--- src/rtl/gpio_bank_pkg.sv ---
package gpio_bank_pkg;
  localparam int unsigned REG_ADDR_W = 7;
  localparam int unsigned BUS_W      = 32;

  typedef logic [REG_ADDR_W-1:0] reg_addr_t;

  localparam reg_addr_t OFS_MODE   = 7'h00;
  localparam reg_addr_t OFS_DIR    = 7'h04;
  localparam reg_addr_t OFS_DOUT   = 7'h08;
  localparam reg_addr_t OFS_DIN    = 7'h0C;
  localparam reg_addr_t OFS_STAT   = 7'h10;
  localparam reg_addr_t OFS_CLR    = 7'h14;
  localparam reg_addr_t OFS_MASK   = 7'h18;
  localparam reg_addr_t OFS_UNMASK = 7'h1C;
  localparam reg_addr_t OFS_POL    = 7'h20;
  localparam reg_addr_t OFS_EDGE   = 7'h24;
  localparam reg_addr_t OFS_DUAL   = 7'h4C;

  typedef struct packed {
    logic mode;
    logic dir;
    logic dout;
    logic clr;
    logic mask;
    logic unmask;
    logic pol;
    logic edge_sel;
    logic dual;
  } wr_strobe_t;
endpackage

--- src/rtl/gpio_sync.sv ---
module gpio_sync #(
  parameter int unsigned W = 32
) (
  input  logic         clk,
  input  logic         rst_n,
  input  logic [W-1:0] d,
  output logic [W-1:0] q
);
  logic [W-1:0] meta_q;
  logic [W-1:0] sync_q;

  always_ff @(posedge clk or negedge rst_n) begin
    if (!rst_n) begin
      meta_q <= '0;
      sync_q <= '0;
    end else begin
      meta_q <= d;
      sync_q <= meta_q;
    end
  end

  assign q = sync_q;
endmodule

--- src/rtl/gpio_irq_sense.sv ---
module gpio_irq_sense #(
  parameter int unsigned W = 32
) (
  input  logic         clk,
  input  logic         rst_n,
  input  logic [W-1:0] pin_s,
  input  logic [W-1:0] irq_mode,
  input  logic [W-1:0] edge_mode,
  input  logic [W-1:0] neg_pol,
  input  logic [W-1:0] dual_edge,
  input  logic [W-1:0] clr_req,
  output logic [W-1:0] status
);
  logic [W-1:0] prev_q;
  logic [W-1:0] lat_q;
  logic [W-1:0] hit;
  logic [W-1:0] armed;
  logic [W-1:0] set_v;
  logic [W-1:0] level_v;

  assign armed = irq_mode & edge_mode;

  for (genvar i = 0; i < W; i++) begin : g_pin
    logic rise_w;
    logic fall_w;
    assign rise_w = pin_s[i] & ~prev_q[i];
    assign fall_w = ~pin_s[i] & prev_q[i];
    assign hit[i] = dual_edge[i] ? (rise_w | fall_w)
                                 : (neg_pol[i] ? fall_w : rise_w);
  end

  assign set_v = armed & hit;

  // a fresh edge outranks a clear in the same cycle
  always_ff @(posedge clk or negedge rst_n) begin
    if (!rst_n) begin
      prev_q <= '0;
      lat_q  <= '0;
    end else begin
      prev_q <= pin_s;
      lat_q  <= (set_v | (lat_q & ~clr_req)) & armed;
    end
  end

  assign level_v = irq_mode & ~edge_mode & (pin_s ^ neg_pol);
  assign status  = (lat_q & armed) | level_v;

  p_edge_latch_r4: assert property (@(posedge clk) disable iff (!rst_n)
    1'b1 |=> ((lat_q & $past(set_v)) == $past(set_v)));

  p_clear_r7: assert property (@(posedge clk) disable iff (!rst_n)
    1'b1 |=> ((lat_q & $past(clr_req & ~set_v)) == '0));

  p_dual_sets_r5: assert property (@(posedge clk) disable iff (!rst_n)
    1'b1 |=> ((lat_q & $past(armed & dual_edge & (pin_s ^ prev_q)))
              == $past(armed & dual_edge & (pin_s ^ prev_q))));
endmodule

--- src/rtl/gpio_regs.sv ---
module gpio_regs
  import gpio_bank_pkg::*;
#(
  parameter int unsigned W = 32
) (
  input  logic             clk,
  input  logic             rst_n,
  input  logic             bus_sel,
  input  logic             bus_wr,
  input  reg_addr_t        bus_addr,
  input  logic [BUS_W-1:0] bus_wdata,
  output logic [BUS_W-1:0] bus_rdata,
  input  logic [W-1:0]     pin_s,
  input  logic [W-1:0]     status,
  output logic [W-1:0]     mode_q,
  output logic [W-1:0]     dir_q,
  output logic [W-1:0]     dout_q,
  output logic [W-1:0]     pol_q,
  output logic [W-1:0]     edge_q,
  output logic [W-1:0]     dual_q,
  output logic [W-1:0]     mask_q,
  output logic [W-1:0]     clr_req
);
  wr_strobe_t   stb;
  logic         wr_en;
  logic [W-1:0] wd;
  logic [W-1:0] drive;
  logic [W-1:0] din_view;

  assign wr_en = bus_sel & bus_wr;
  assign wd    = bus_wdata[W-1:0];

  always_comb begin
    stb          = '0;
    stb.mode     = wr_en && (bus_addr == OFS_MODE);
    stb.dir      = wr_en && (bus_addr == OFS_DIR);
    stb.dout     = wr_en && (bus_addr == OFS_DOUT);
    stb.clr      = wr_en && (bus_addr == OFS_CLR);
    stb.mask     = wr_en && (bus_addr == OFS_MASK);
    stb.unmask   = wr_en && (bus_addr == OFS_UNMASK);
    stb.pol      = wr_en && (bus_addr == OFS_POL);
    stb.edge_sel = wr_en && (bus_addr == OFS_EDGE);
    stb.dual     = wr_en && (bus_addr == OFS_DUAL);
  end

  always_ff @(posedge clk or negedge rst_n) begin
    if (!rst_n) begin
      mode_q <= '0;
      dir_q  <= '0;
      dout_q <= '0;
      pol_q  <= '0;
      edge_q <= '0;
      dual_q <= '0;
      mask_q <= '0;
    end else begin
      if (stb.mode)     mode_q <= wd;
      if (stb.dir)      dir_q  <= wd;
      if (stb.dout)     dout_q <= wd;
      if (stb.pol)      pol_q  <= wd;
      if (stb.edge_sel) edge_q <= wd;
      if (stb.dual)     dual_q <= wd;
      if (stb.mask)     mask_q <= mask_q & wd;
      else if (stb.unmask) mask_q <= mask_q | wd;
    end
  end

  assign clr_req  = stb.clr ? wd : '0;
  assign drive    = dir_q & ~mode_q;
  assign din_view = (drive & dout_q) | (~drive & pin_s);

  always_comb begin
    bus_rdata = '0;
    unique case (bus_addr)
      OFS_MODE: bus_rdata[W-1:0] = mode_q;
      OFS_DIR:  bus_rdata[W-1:0] = dir_q;
      OFS_DOUT: bus_rdata[W-1:0] = dout_q;
      OFS_DIN:  bus_rdata[W-1:0] = din_view;
      OFS_STAT: bus_rdata[W-1:0] = status;
      OFS_MASK: bus_rdata[W-1:0] = mask_q;
      OFS_POL:  bus_rdata[W-1:0] = pol_q;
      OFS_EDGE: bus_rdata[W-1:0] = edge_q;
      OFS_DUAL: bus_rdata[W-1:0] = dual_q;
      default:  bus_rdata = '0;
    endcase
  end

  p_mask_keep_r8: assert property (@(posedge clk) disable iff (!rst_n)
    stb.mask |=> ((mask_q & ~$past(wd)) == '0));

  p_unmask_r8: assert property (@(posedge clk) disable iff (!rst_n)
    stb.unmask |=> ((mask_q & $past(wd)) == $past(wd)));
endmodule

--- src/rtl/gpio_bank.sv ---
module gpio_bank
  import gpio_bank_pkg::*;
#(
  parameter int unsigned NPINS = 32
) (
  input  logic                  clk,
  input  logic                  rst_n,
  input  logic                  bus_sel,
  input  logic                  bus_wr,
  input  logic [REG_ADDR_W-1:0] bus_addr,
  input  logic [BUS_W-1:0]      bus_wdata,
  output logic [BUS_W-1:0]      bus_rdata,
  input  logic [NPINS-1:0]      pad_in,
  output logic [NPINS-1:0]      pad_out,
  output logic [NPINS-1:0]      pad_oe,
  output logic                  irq
);
  logic [NPINS-1:0] pin_s;
  logic [NPINS-1:0] status;
  logic [NPINS-1:0] mode_q, dir_q, dout_q, pol_q, edge_q, dual_q, mask_q;
  logic [NPINS-1:0] clr_req;

  gpio_sync #(.W(NPINS)) u_sync (
    .clk   (clk),
    .rst_n (rst_n),
    .d     (pad_in),
    .q     (pin_s)
  );

  gpio_regs #(.W(NPINS)) u_regs (
    .clk       (clk),
    .rst_n     (rst_n),
    .bus_sel   (bus_sel),
    .bus_wr    (bus_wr),
    .bus_addr  (bus_addr),
    .bus_wdata (bus_wdata),
    .bus_rdata (bus_rdata),
    .pin_s     (pin_s),
    .status    (status),
    .mode_q    (mode_q),
    .dir_q     (dir_q),
    .dout_q    (dout_q),
    .pol_q     (pol_q),
    .edge_q    (edge_q),
    .dual_q    (dual_q),
    .mask_q    (mask_q),
    .clr_req   (clr_req)
  );

  gpio_irq_sense #(.W(NPINS)) u_sense (
    .clk       (clk),
    .rst_n     (rst_n),
    .pin_s     (pin_s),
    .irq_mode  (mode_q),
    .edge_mode (edge_q),
    .neg_pol   (pol_q),
    .dual_edge (dual_q),
    .clr_req   (clr_req),
    .status    (status)
  );

  assign pad_out = dout_q;
  assign pad_oe  = dir_q & ~mode_q;
  assign irq     = |(status & mask_q);

  p_io_no_status_r10: assert property (@(posedge clk) disable iff (!rst_n)
    ((status & ~mode_q) == '0));

  p_irq_rise_r9: assert property (@(posedge clk) disable iff (!rst_n)
    $rose(irq) |-> (mask_q != '0));

  p_irq_pin_no_drive_r2: assert property (@(posedge clk) disable iff (!rst_n)
    ((pad_oe & mode_q) == '0));
endmodule

--- config.mk ---
export PLATFORM = sky130hd
export DESIGN_NAME = gpio_bank
export DESIGN_NICKNAME = d
export VERILOG_FILES = /design/src/rtl/gpio_bank_pkg.sv /design/src/rtl/gpio_sync.sv /design/src/rtl/gpio_irq_sense.sv /design/src/rtl/gpio_regs.sv /design/src/rtl/gpio_bank.sv
export SDC_FILE = /design/constraint.sdc
export NUM_CORES = 1
export LEC_CHECK = 0
export ABC_CLOCK_PERIOD_IN_PS = 4130
export BUFFER_PORTS_ARGS = -buffer_cell sky130_fd_sc_hd__buf_2
export CELL_PAD_IN_SITES_DETAIL_PLACEMENT = 0
export CELL_PAD_IN_SITES_GLOBAL_PLACEMENT = 1
export CORE_ASPECT_RATIO = 1.25
export CORE_MARGIN = 1.5
export CORE_UTILIZATION = 40
export CTS_CLUSTER_DIAMETER = 60
export DETAILED_ROUTE_END_ITERATION = 7
export PLACE_DENSITY = 0.76
export SLEW_MARGIN = 20
export SYNTH_ARGS = -nofsm -noshare
export SYNTH_HDL_FRONTEND = slang
export SYNTH_SLANG_ARGS = --single-unit
--- constraint.sdc ---
create_clock -name clk -period 4.13 [get_ports clk]
set_clock_uncertainty 0.1 [all_clocks]
set_input_delay 0.413 -clock clk [delete_from_list [all_inputs] [get_ports clk]]
set_output_delay 0.413 -clock clk [all_outputs]
set_load 0.03 [all_outputs]
==> impl_metrics.env, run 1 <==
export IMPL_outcome="finished, final reports clean"
export IMPL_clock_sink_count=352
export IMPL_grt_start_max_net_pins=101
export IMPL_total_leakage_power_nw=10.6
export IMPL_final_hold_viol_count=0
export IMPL_io_pin_count=172
export IMPL_startpoint_type="input port"
export IMPL_layout_setup_ws_ps=717
export IMPL_syn_area_um2=17300
export IMPL_synth_commonest_cells="dfrtp_1, mux2_2, nor2_1, inv_1, a21oi_1"
export IMPL_min_period_over_period_pct=82.6
export IMPL_initialDrtViolationCount=1086
export IMPL_worst_slew_margin_rel_pct=40.0
export IMPL_num_fill_cells=3884
export IMPL_worst_reg_to_reg_setup_slack_ps=2550
export IMPL_cts_setup_buffers=0
export IMPL_cts_resized=0
export IMPL_die_h_um=236
export IMPL_drive_gt1_share_pct=28.3
export IMPL_total_power_mw=8.01
export IMPL_synth_edff_count=0
export IMPL_die_area_um2=44600
export IMPL_antenna_found_initial=1
export IMPL_r2r_start="u_sync.q[3]$_DFF_PN0_"
export IMPL_clock_tree_htree_level_count=2
export IMPL_critPathArrivalTime_ps=2900
export IMPL_synth_top_cells_by_area="dfrtp_1, mux2_2, ha_1"
export IMPL_portBuffers=171
export IMPL_synth_ff_type="dfrtp_1"
export IMPL_hold_path_startpoint="bus_wdata[30]"
export IMPL_gp_congestion=0.845
export IMPL_timing_worst_setup_path_type="input port to output pin"
export IMPL_via_count_of_the_first_global_routing_pass=13400
export IMPL_min_to="u_regs.edge_q[30]$_DFFE_PN0P_"
export IMPL_async_set_or_reset_register_ratio_after_synthesis_pct=100
export IMPL_post_route_drc_count=0
export IMPL_syn_nets=1622
export IMPL_worst_margin_slew_ps=897
export IMPL_final_number_of_setup_violating_endpoints=0
export IMPL_register_area_share_after_synthesis_pct=50.8
export IMPL_detailroute_via_count=13200
export IMPL_grt_usage_pct=23.4
export IMPL_r2r_end="u_sense.lat_q[3]$_DFF_PN0_"
export IMPL_slew_viol_final=0
export IMPL_post_route_util_pct=48.1
export IMPL_worst_hold_path_num_cells=2
export IMPL_clock_pin_transition_on_the_worst_setup_and_hold_timing_paths_ps=60
export IMPL_hpwl_um=35700
export IMPL_timing_critical_path_fanout_max=15
export IMPL_synth_yosys_warnings=0
export IMPL_flow_area_growth_from_synthesis_pct=19.1
export IMPL_tritoncts_num_buffers=38
export IMPL_grt_remaining_overflow=0
export IMPL_drtPass1Iterations=6
export IMPL_minimum_setup_slack_after_placement_ps=762
export IMPL_num_antenna_cells=0
export IMPL_first_pass_grt_wire_length_um=79800
export IMPL_final_hold_slack_ps=117
export IMPL_cp_required_ps=3620
export IMPL_coreArea_um2=42900
export IMPL_postSynthCellCount=1483
export IMPL_cts_root_to_sink_buffers=3
export IMPL_tritoncts="yes"
export IMPL_ant_nets=0
export IMPL_max_vdd_ir_drop_mv=0.312
export IMPL_die_width_um=189
export IMPL_synth_cell_types=64
export IMPL_critPathCaptureType="output pin"
export IMPL_worst_r2r_cell_count=5
export IMPL_worstSkewPairLatency_ps=540
export IMPL_synth_ff_latch_count=352
export IMPL_timing_hold_worst_class="input port to flip-flop"
export IMPL_root_buffer="clkbuf_16"
export IMPL_grt_setup_unrepaired="no"
export IMPL_finalSetupTns_ps=0
export IMPL_routed_wire_length_per_instance_um=22.8
export IMPL_std_cell_rows=85
export IMPL_initial_core_utilization_pct=40.4
export IMPL_synth_top_cell_area_share_pct=50.8
export IMPL_finalWorstPathRequiredPeriod_ps=3410
export IMPL_post_synthesis_area_per_instance_um2=11.7
export IMPL_maxCapViolations=0
export IMPL_synth_top_cell_by_area="dfrtp_1"
export IMPL_total_power_per_unit_cell_area_nw_per_um2=388
export IMPL_drt_wl_total_um=52400
export IMPL_synthMostInstantiatedCell="dfrtp_1"
export IMPL_num_nets_final=1846
export IMPL_vias_per_cell=5.73
export IMPL_maxClockFrequency_ghz=0.293
==> cell usage in the layout, fill, tap and decap left out, types with 9 or more instances in the layout <==
cell type,netlist,routed
nor2b_1,45,45
o21ai_0,45,45
a22oi_1,49,49
buf_2,31,170
a32oi_1,23,23
mux2_4,20,20
inv_1,94,94
nand2b_1,43,43
nand3_1,19,18
xnor2_1,9,9
nand4_1,17,17
mux2i_1,11,11
a211oi_1,32,32
dlygate4sd3_1,0,33
xor2_1,23,23
a21boi_0,28,28
o211a_1,34,34
clkbuf_16,0,39
dfrtp_1,352,352
nor2_1,98,91
a222oi_1,14,14
nand2_1,36,36
ha_1,64,64
a21oi_1,70,70
buf_4,9,41
mux2_2,162,162
o2111ai_1,25,25
==> cell type report <==
type                            count  area, um^2  share of cell area, %
Sequential cell                   352        8810                   42.7
Tap cell                          565         707                   3.43
Timing Repair Buffer              251        1620                   7.87
Inverter                           94         353                   1.71
Multi-Input combinational cell    970        7830                   38.0
Clock buffer                       49        1070                   5.20
Clock inverter                     18         231                   1.12
==> worst max-delay path: stages <==
cell and delay [ps]:
buf_2 210, or4_1 810, nor2_2 570, buf_12 240
a222oi_1 110, nand3_1 130, a211o_1 170, buf_2 220
==> flip-flops by register name, summed over array words and instances, names as in the netlist <==
register	flops
u_regs.dir_q	32
u_regs.dout_q	32
u_regs.dual_q	32
u_regs.edge_q	32
u_regs.mask_q	32
u_regs.mode_q	32
u_regs.pol_q	32
u_sense.lat_q	32
u_sense.prev_q	32
u_sync.meta_q	32
u_sync.q	32
==> layer usage <==
layer / vias up / GRT usage (%) / part of all wire, %
li1: 5877 / - / -
met4: 2 / 11.0 / 4.6
met2: 495 / 39.1 / 49
met5: - / 0 / 0.025
met3: 132 / 3.82 / 6.3
met1: 6664 / 29.5 / 40
==> how the worst max path moves through the flow <==
stage                      startpoint       endpoint  slack [ps]  cells after the start
after floorplan           bus_addr[0]  bus_rdata[13]        1290                      8
after global placement    bus_addr[2]   bus_rdata[2]         730                      7
after global routing      bus_addr[2]   bus_rdata[2]         650                      7
after CTS                 bus_addr[2]   bus_rdata[2]         760                      7
after detailed placement  bus_addr[2]   bus_rdata[2]         760                      7
final                     bus_addr[2]   bus_rdata[8]         720                      8
==> what timing repair did <==
| item | CTS | global route |
|---|---|---|
| hold endpoints to repair | 126 | 0 |
| hold buffers | 33 | 0 |
| setup endpoints to repair | 0 | 0 |
==> kinds of logic after synthesis <==
family | Yosys count | share of synthesized area (%)
flip-flops | 352 | 50.8
buffers and inverters | 161 | 4.17
multiplexers | 199 | 13.3
XOR/XNOR | 32 | 1.62
AND/OR/NAND/NOR | 292 | 9.19
AO/OA/AOI/OAI | 383 | 16.3
adder cells (fa/ha/maj) | 64 | 4.62
==> through the flow <==
step | instances | area (um^2)
after floorplan | 1483 | 17300
after global placement | 2199 | 19000
after detailed placement | 2199 | 19000
after CTS | 2299 | 20600
after global routing | 2299 | 20600
final | 2299 | 20600
==> power by group <==
part           total (mW)  internal (mW)  switching (mW)
Sequential           3.78           3.61           0.176
Combinational       0.648          0.259           0.389
Clock                3.58           2.15            1.42
Total                8.01           6.02            1.99
(Power assumes the default switching activity.)
==> run 2: changes to the inputs <==
Settings changed: ABC_CLOCK_PERIOD_IN_PS 4130 to 2800, PLACE_DENSITY 0.76 to 0.78.
Clock period 4.13 ns to 2.8 ns, I/O delays scaled along.
==> run 2 against run 1 <==
Compared with the run above: flip-flop and latch count unchanged; wire length up 0.20%; cell area up 3.2%; register-to-register slack worse by 1400 ps; first-iteration DRC count up 5.2%; power up 45%; via count up 1.7%; core utilization up 1.5 points; the run now ends with setup timing left; critical endpoint is now irq; combinational power up 59%; worst setup slack worse by 740 ps.
==> impl_metrics.env, run 2 (synthesized netlist as in run 1, its figures left out) <==
export IMPL_outcome="finished, violations left"
export IMPL_violations_in_the_final_reports="setup timing"
export IMPL_worst_r2r_cell_count=6
export IMPL_die_h_um=236
export IMPL_ant_nets=0
export IMPL_timing_critical_path_fanout_max=5
export IMPL_clock_sink_count=352
export IMPL_grt_remaining_overflow=0
export IMPL_detailroute_via_count=13400
export IMPL_final_cell_mix="dfrtp_1, buf_2, mux2_2, inv_1, nor2_1"
export IMPL_initial_core_utilization_pct=40.4
export IMPL_worst_slew_margin_rel_pct=54.4
export IMPL_critPathArrivalTime_ps=2450
export IMPL_maxClockFrequency_ghz=0.354
export IMPL_worstSkewPairLatency_ps=540
export IMPL_drt_wl_total_um=52500
export IMPL_vias_per_cell=5.66
export IMPL_startpoint_type="flip-flop"
export IMPL_grt_usage_pct=23.7
export IMPL_portBuffers=171
export IMPL_drtPass1Iterations=5
export IMPL_post_route_drc_count=0
export IMPL_worst_hold_path_num_cells=3
export IMPL_cts_root_to_sink_buffers=3
export IMPL_grt_setup_unrepaired="yes"
export IMPL_clock_tree_htree_level_count=2
export IMPL_die_area_um2=44600
export IMPL_final_hold_slack_ps=17.9
export IMPL_via_count_of_the_first_global_routing_pass=13800
export IMPL_initialDrtViolationCount=1142
export IMPL_gp_congestion=0.858
export IMPL_critPathCaptureType="output pin"
export IMPL_total_power_mw=11.6
export IMPL_hpwl_um=35800
export IMPL_antenna_found_initial=3
export IMPL_timing_hold_worst_class="input port to flip-flop"
export IMPL_layout_setup_ws_ps=-27.3
export IMPL_finalWorstPathRequiredPeriod_ps=2830
export IMPL_final_hold_viol_count=0
export IMPL_grt_start_max_net_pins=76
export IMPL_maxCapViolations=0
export IMPL_std_cell_rows=85
export IMPL_tritoncts="yes"
export IMPL_layout_cells_non_filler=2365
export IMPL_root_buffer="clkbuf_16"
export IMPL_num_nets_final=1908
export IMPL_first_pass_grt_wire_length_um=81400
export IMPL_total_leakage_power_nw=10.9
export IMPL_slew_viol_final=0
export IMPL_tritoncts_num_buffers=39
export IMPL_minimum_setup_slack_after_placement_ps=-4.48
export IMPL_die_width_um=189
export IMPL_timing_worst_setup_path_type="flip-flop to output pin"
export IMPL_drive_gt1_share_pct=29.6
export IMPL_cp_required_ps=2420
export IMPL_io_pin_count=172
export IMPL_worst_margin_slew_ps=685
export IMPL_max_vdd_ir_drop_mv=0.448
export IMPL_placement_cell_area_um2=19300
export IMPL_min_period_over_period_pct=101
export IMPL_final_number_of_setup_violating_endpoints=1
export IMPL_final_common_cell="dfrtp_1"
export IMPL_routed_wire_length_per_instance_um=22.2
export IMPL_postLayoutCellArea_um2=21300
export IMPL_total_power_per_unit_cell_area_nw_per_um2=547
export IMPL_finalSetupTns_ps=-27.3
export IMPL_flow_area_growth_from_synthesis_pct=22.9
export IMPL_dpl_cell_count=2228
export IMPL_post_route_util_pct=49.7
export IMPL_coreArea_um2=42900
export IMPL_clock_pin_transition_on_the_worst_setup_and_hold_timing_paths_ps=60
run 2: final cells by class:
cell class                      count  area, um^2
Fill cell                        3827       21600
Sequential cell                   352        8810
Inverter                           94         353
Tap cell                          565         707
Clock buffer                       57        1170
Clock inverter                     11        86.3
Multi-Input combinational cell    970        7900
Timing Repair Buffer              312        2260
Antenna cell                        4        10.0
run 2: report_power, final:
group          internal (mW)  switching (mW)  total, mW  leakage (nW)
Clock                   2.98            2.07       5.05         0.622
Combinational          0.435           0.593       1.03          5.64
Sequential              5.32           0.253       5.57          4.63
run 2: routing by layer:
layer | share of wire, % | global-route usage, % | routed length (um) | vias to the layer above
li1 | - | - | - | 6012
met1 | 41 | 30.8 | 21700 | 6801
met2 | 49 | 40.0 | 25900 | 483
met3 | 5.9 | 3.07 | 3070 | 99
met4 | 3.4 | 9.31 | 1810 | 0
met5 | 0 | 0 | 0 | -
run 2: path summary, 6_finish.rpt:
kind	from	to	slack, ps
setup reg to reg	u_sync.q[16]$_DFF_PN0_	u_sense.lat_q[16]$_DFF_PN0_	1180
max in group asynchronous	rst_n	u_sense.prev_q[4]$_DFF_PN0_	1540
min in group asynchronous	rst_n	u_sense.prev_q[17]$_DFF_PN0_	250
hold / removal	bus_wdata[17]	u_regs.mask_q[17]$_DFFE_PN0P_	20
setup / recovery	u_sync.q[22]$_DFF_PN0_	irq	-30
hold reg to reg	u_sync.meta_q[30]$_DFF_PN0_	u_sync.q[30]$_DFF_PN0_	250
run 2: worst max-delay path, cell delays in order (launching register included):
cell and delay (ps):
dfrtp_1 440, xnor2_1 170, o21ai_0 130, a32o_1 320
a311oi_2 330, nand4_1 300, buf_6 230
run 2: timing repair:
action	CTS	global route
setup endpoints to repair	3	5
hold endpoints to repair	167	0
pin swaps	6	3
cloned	0	0
hold buffers	60	0
gates resized for setup	14	5
setup buffers	5	0
==> run 3: changes to the inputs <==
Settings changed: ABC_CLOCK_PERIOD_IN_PS 2800 to 3500, PLACE_DENSITY 0.78 to 0.76, REMOVE_ABC_BUFFERS set to 1.
Clock period 2.8 ns to 3.5 ns, I/O delays scaled along.
==> run 3 against run 2 <==
Compared with the run above: the flow now finishes without violations; global-route usage is 0.38 points lower; final cell count decreased by 2.7%; first-iteration DRC count decreased by 3.0%; register-to-register slack improved by 750 ps; worst hold slack better by 6.2 ps; cell area is 3.2% lower; flip-flop and latch count unchanged; critical path type unchanged; largest power group unchanged.
==> impl_metrics.env, run 3 (synthesized netlist as in run 1, its figures left out) <==
export IMPL_outcome="finished, final reports clean"
export IMPL_die_width_um=189
export IMPL_post_route_drc_count=0
export IMPL_hpwl_um=33800
export IMPL_minimum_setup_slack_after_placement_ps=587
export IMPL_drive_gt1_share_pct=27.9
export IMPL_die_h_um=236
export IMPL_root_buffer="clkbuf_16"
export IMPL_grt_start_max_net_pins=78
export IMPL_detailroute_via_count=13100
export IMPL_grtUsageMet1_pct=29.6
export IMPL_worst_margin_slew_ps=928
export IMPL_final_common_cell="dfrtp_1"
export IMPL_gp_congestion=0.827
export IMPL_initialDrtViolationCount=1108
export IMPL_maxClockFrequency_ghz=0.320
export IMPL_timing_critical_path_fanout_max=5
export IMPL_drtPass1Iterations=6
export IMPL_first_pass_grt_wire_length_um=80000
export IMPL_coreArea_um2=42900
export IMPL_grt_util_met3_pct=3.25
export IMPL_cts_resized=0
export IMPL_grt_busiest_layer="met2"
export IMPL_grt_remaining_overflow=0
export IMPL_startpoint_type="flip-flop"
export IMPL_tritoncts="yes"
export IMPL_ant_nets=0
export IMPL_clock_tree_htree_level_count=2
export IMPL_die_area_um2=44600
export IMPL_io_pin_count=172
export IMPL_tritoncts_num_buffers=40
export IMPL_initial_core_utilization_pct=40.4
export IMPL_critPathArrivalTime_ps=2670
export IMPL_slew_viol_final=0
export IMPL_worstSkewPairLatency_ps=550
export IMPL_flow_area_growth_from_synthesis_pct=19.0
export IMPL_clock_sink_count=352
export IMPL_max_vdd_ir_drop_mv=0.337
export IMPL_clock_pin_transition_on_the_worst_setup_and_hold_timing_paths_ps=60
export IMPL_total_leakage_power_nw=10.6
export IMPL_std_cell_rows=85
export IMPL_groute_layer_met2_usage_pct=39.5
export IMPL_maxCapViolations=0
export IMPL_final_hold_viol_count=0
export IMPL_num_antenna_cells=0
export IMPL_final_number_of_setup_violating_endpoints=0
export IMPL_total_power_per_unit_cell_area_nw_per_um2=455
export IMPL_num_nets_final=1845
export IMPL_antenna_found_initial=2
export IMPL_critPathCaptureType="output pin"
export IMPL_finalSetupTns_ps=0
export IMPL_grt_setup_unrepaired="no"
export IMPL_finalWorstPathRequiredPeriod_ps=3120
export IMPL_drt_wl_total_um=51500
export IMPL_worst_slew_margin_rel_pct=38.1
export IMPL_grt_usage_pct=23.3
export IMPL_final_cell_mix="dfrtp_1, buf_2, mux2_2, inv_1, nor2_1"
export IMPL_timing_hold_worst_class="input port to flip-flop"
export IMPL_min_period_over_period_pct=89.3
export IMPL_layout_setup_ws_ps=375
export IMPL_portBuffers=171
export IMPL_routed_wire_length_per_instance_um=22.4
export IMPL_vias_per_cell=5.68
export IMPL_cp_required_ps=3050
export IMPL_cts_root_to_sink_buffers=3
export IMPL_via_count_of_the_first_global_routing_pass=13500
export IMPL_timing_worst_setup_path_type="flip-flop to output pin"
==> run 3: stage by stage <==
step	instance area, um^2	hold WS (ps)	utilization [%]	instances	power, mW
2_1_floorplan	17000	-45.6	-	1416	4.88
3_3_place_gp	19000	232	44.3	2196	5.24
3_5_place_dp	19000	235	44.3	2196	5.27
4_1_cts	20600	1.68	48.1	2300	9.49
5_1_grt	20600	44.5	48.1	2300	9.77
6_report	20600	24.1	48.1	2300	9.38
==> run 3: final timing paths <==
| kind | start | end | slack [ps] | cells past startpoint |
|---|---|---|---|---|
| worst max-delay path | u_sync.q[0]$_DFF_PN0_ | irq | 380 | 6 |
| max in group asynchronous | rst_n | u_sync.meta_q[10]$_DFF_PN0_ | 2040 | 3 |
| worst max register to register | u_sync.q[8]$_DFF_PN0_ | u_sense.lat_q[8]$_DFF_PN0_ | 1930 | 5 |
| worst min-delay path | bus_wdata[13] | u_regs.edge_q[13]$_DFFE_PN0P_ | 20 | 3 |
| worst min register to register | u_sync.meta_q[30]$_DFF_PN0_ | u_sync.q[30]$_DFF_PN0_ | 240 | 0 |
| min in group asynchronous | rst_n | u_sense.prev_q[4]$_DFF_PN0_ | 290 | 2 |
==> run 3: report_power, final <==
| group | internal (mW) | switching (mW) |
|---|---|---|
| Combinational | 0.307 | 0.457 |
| Sequential | 4.26 | 0.206 |
| Clock | 2.47 | 1.69 |
| Total | 7.03 | 2.35 |
==> run 3: critical path, cell delays in order, from the launching register on <==
cell       delay, ps
dfrtp_1          450
xor2_1           190
o2111ai_1        310
o2111ai_1        200
nor3_1           450
nand4_1          270
buf_2            250
==> run 3: final cells by class <==
cell class,instances,area (um^2)
repair buffers,248,1630
clock buffers,56,1120
fillers,3943,22200
multi-input cells,970,7830
inverters,94,353
flip-flops and latches,352,8810
well taps,565,707
clock inverters,15,166
==> run 3: timing repair <==
action                                 in CTS  in global routing
buffers inserted                            0                  0
hold buffers                               33                  0
endpoints found under the hold margin     103                  0
==> run 3: layer usage <==
layer | part of all wire [%] | vias up
li1 | - | 5880
met5 | 0.066 | -
met2 | 49 | 471
met4 | 4.1 | 4
met3 | 5.5 | 134
met1 | 41 | 6583
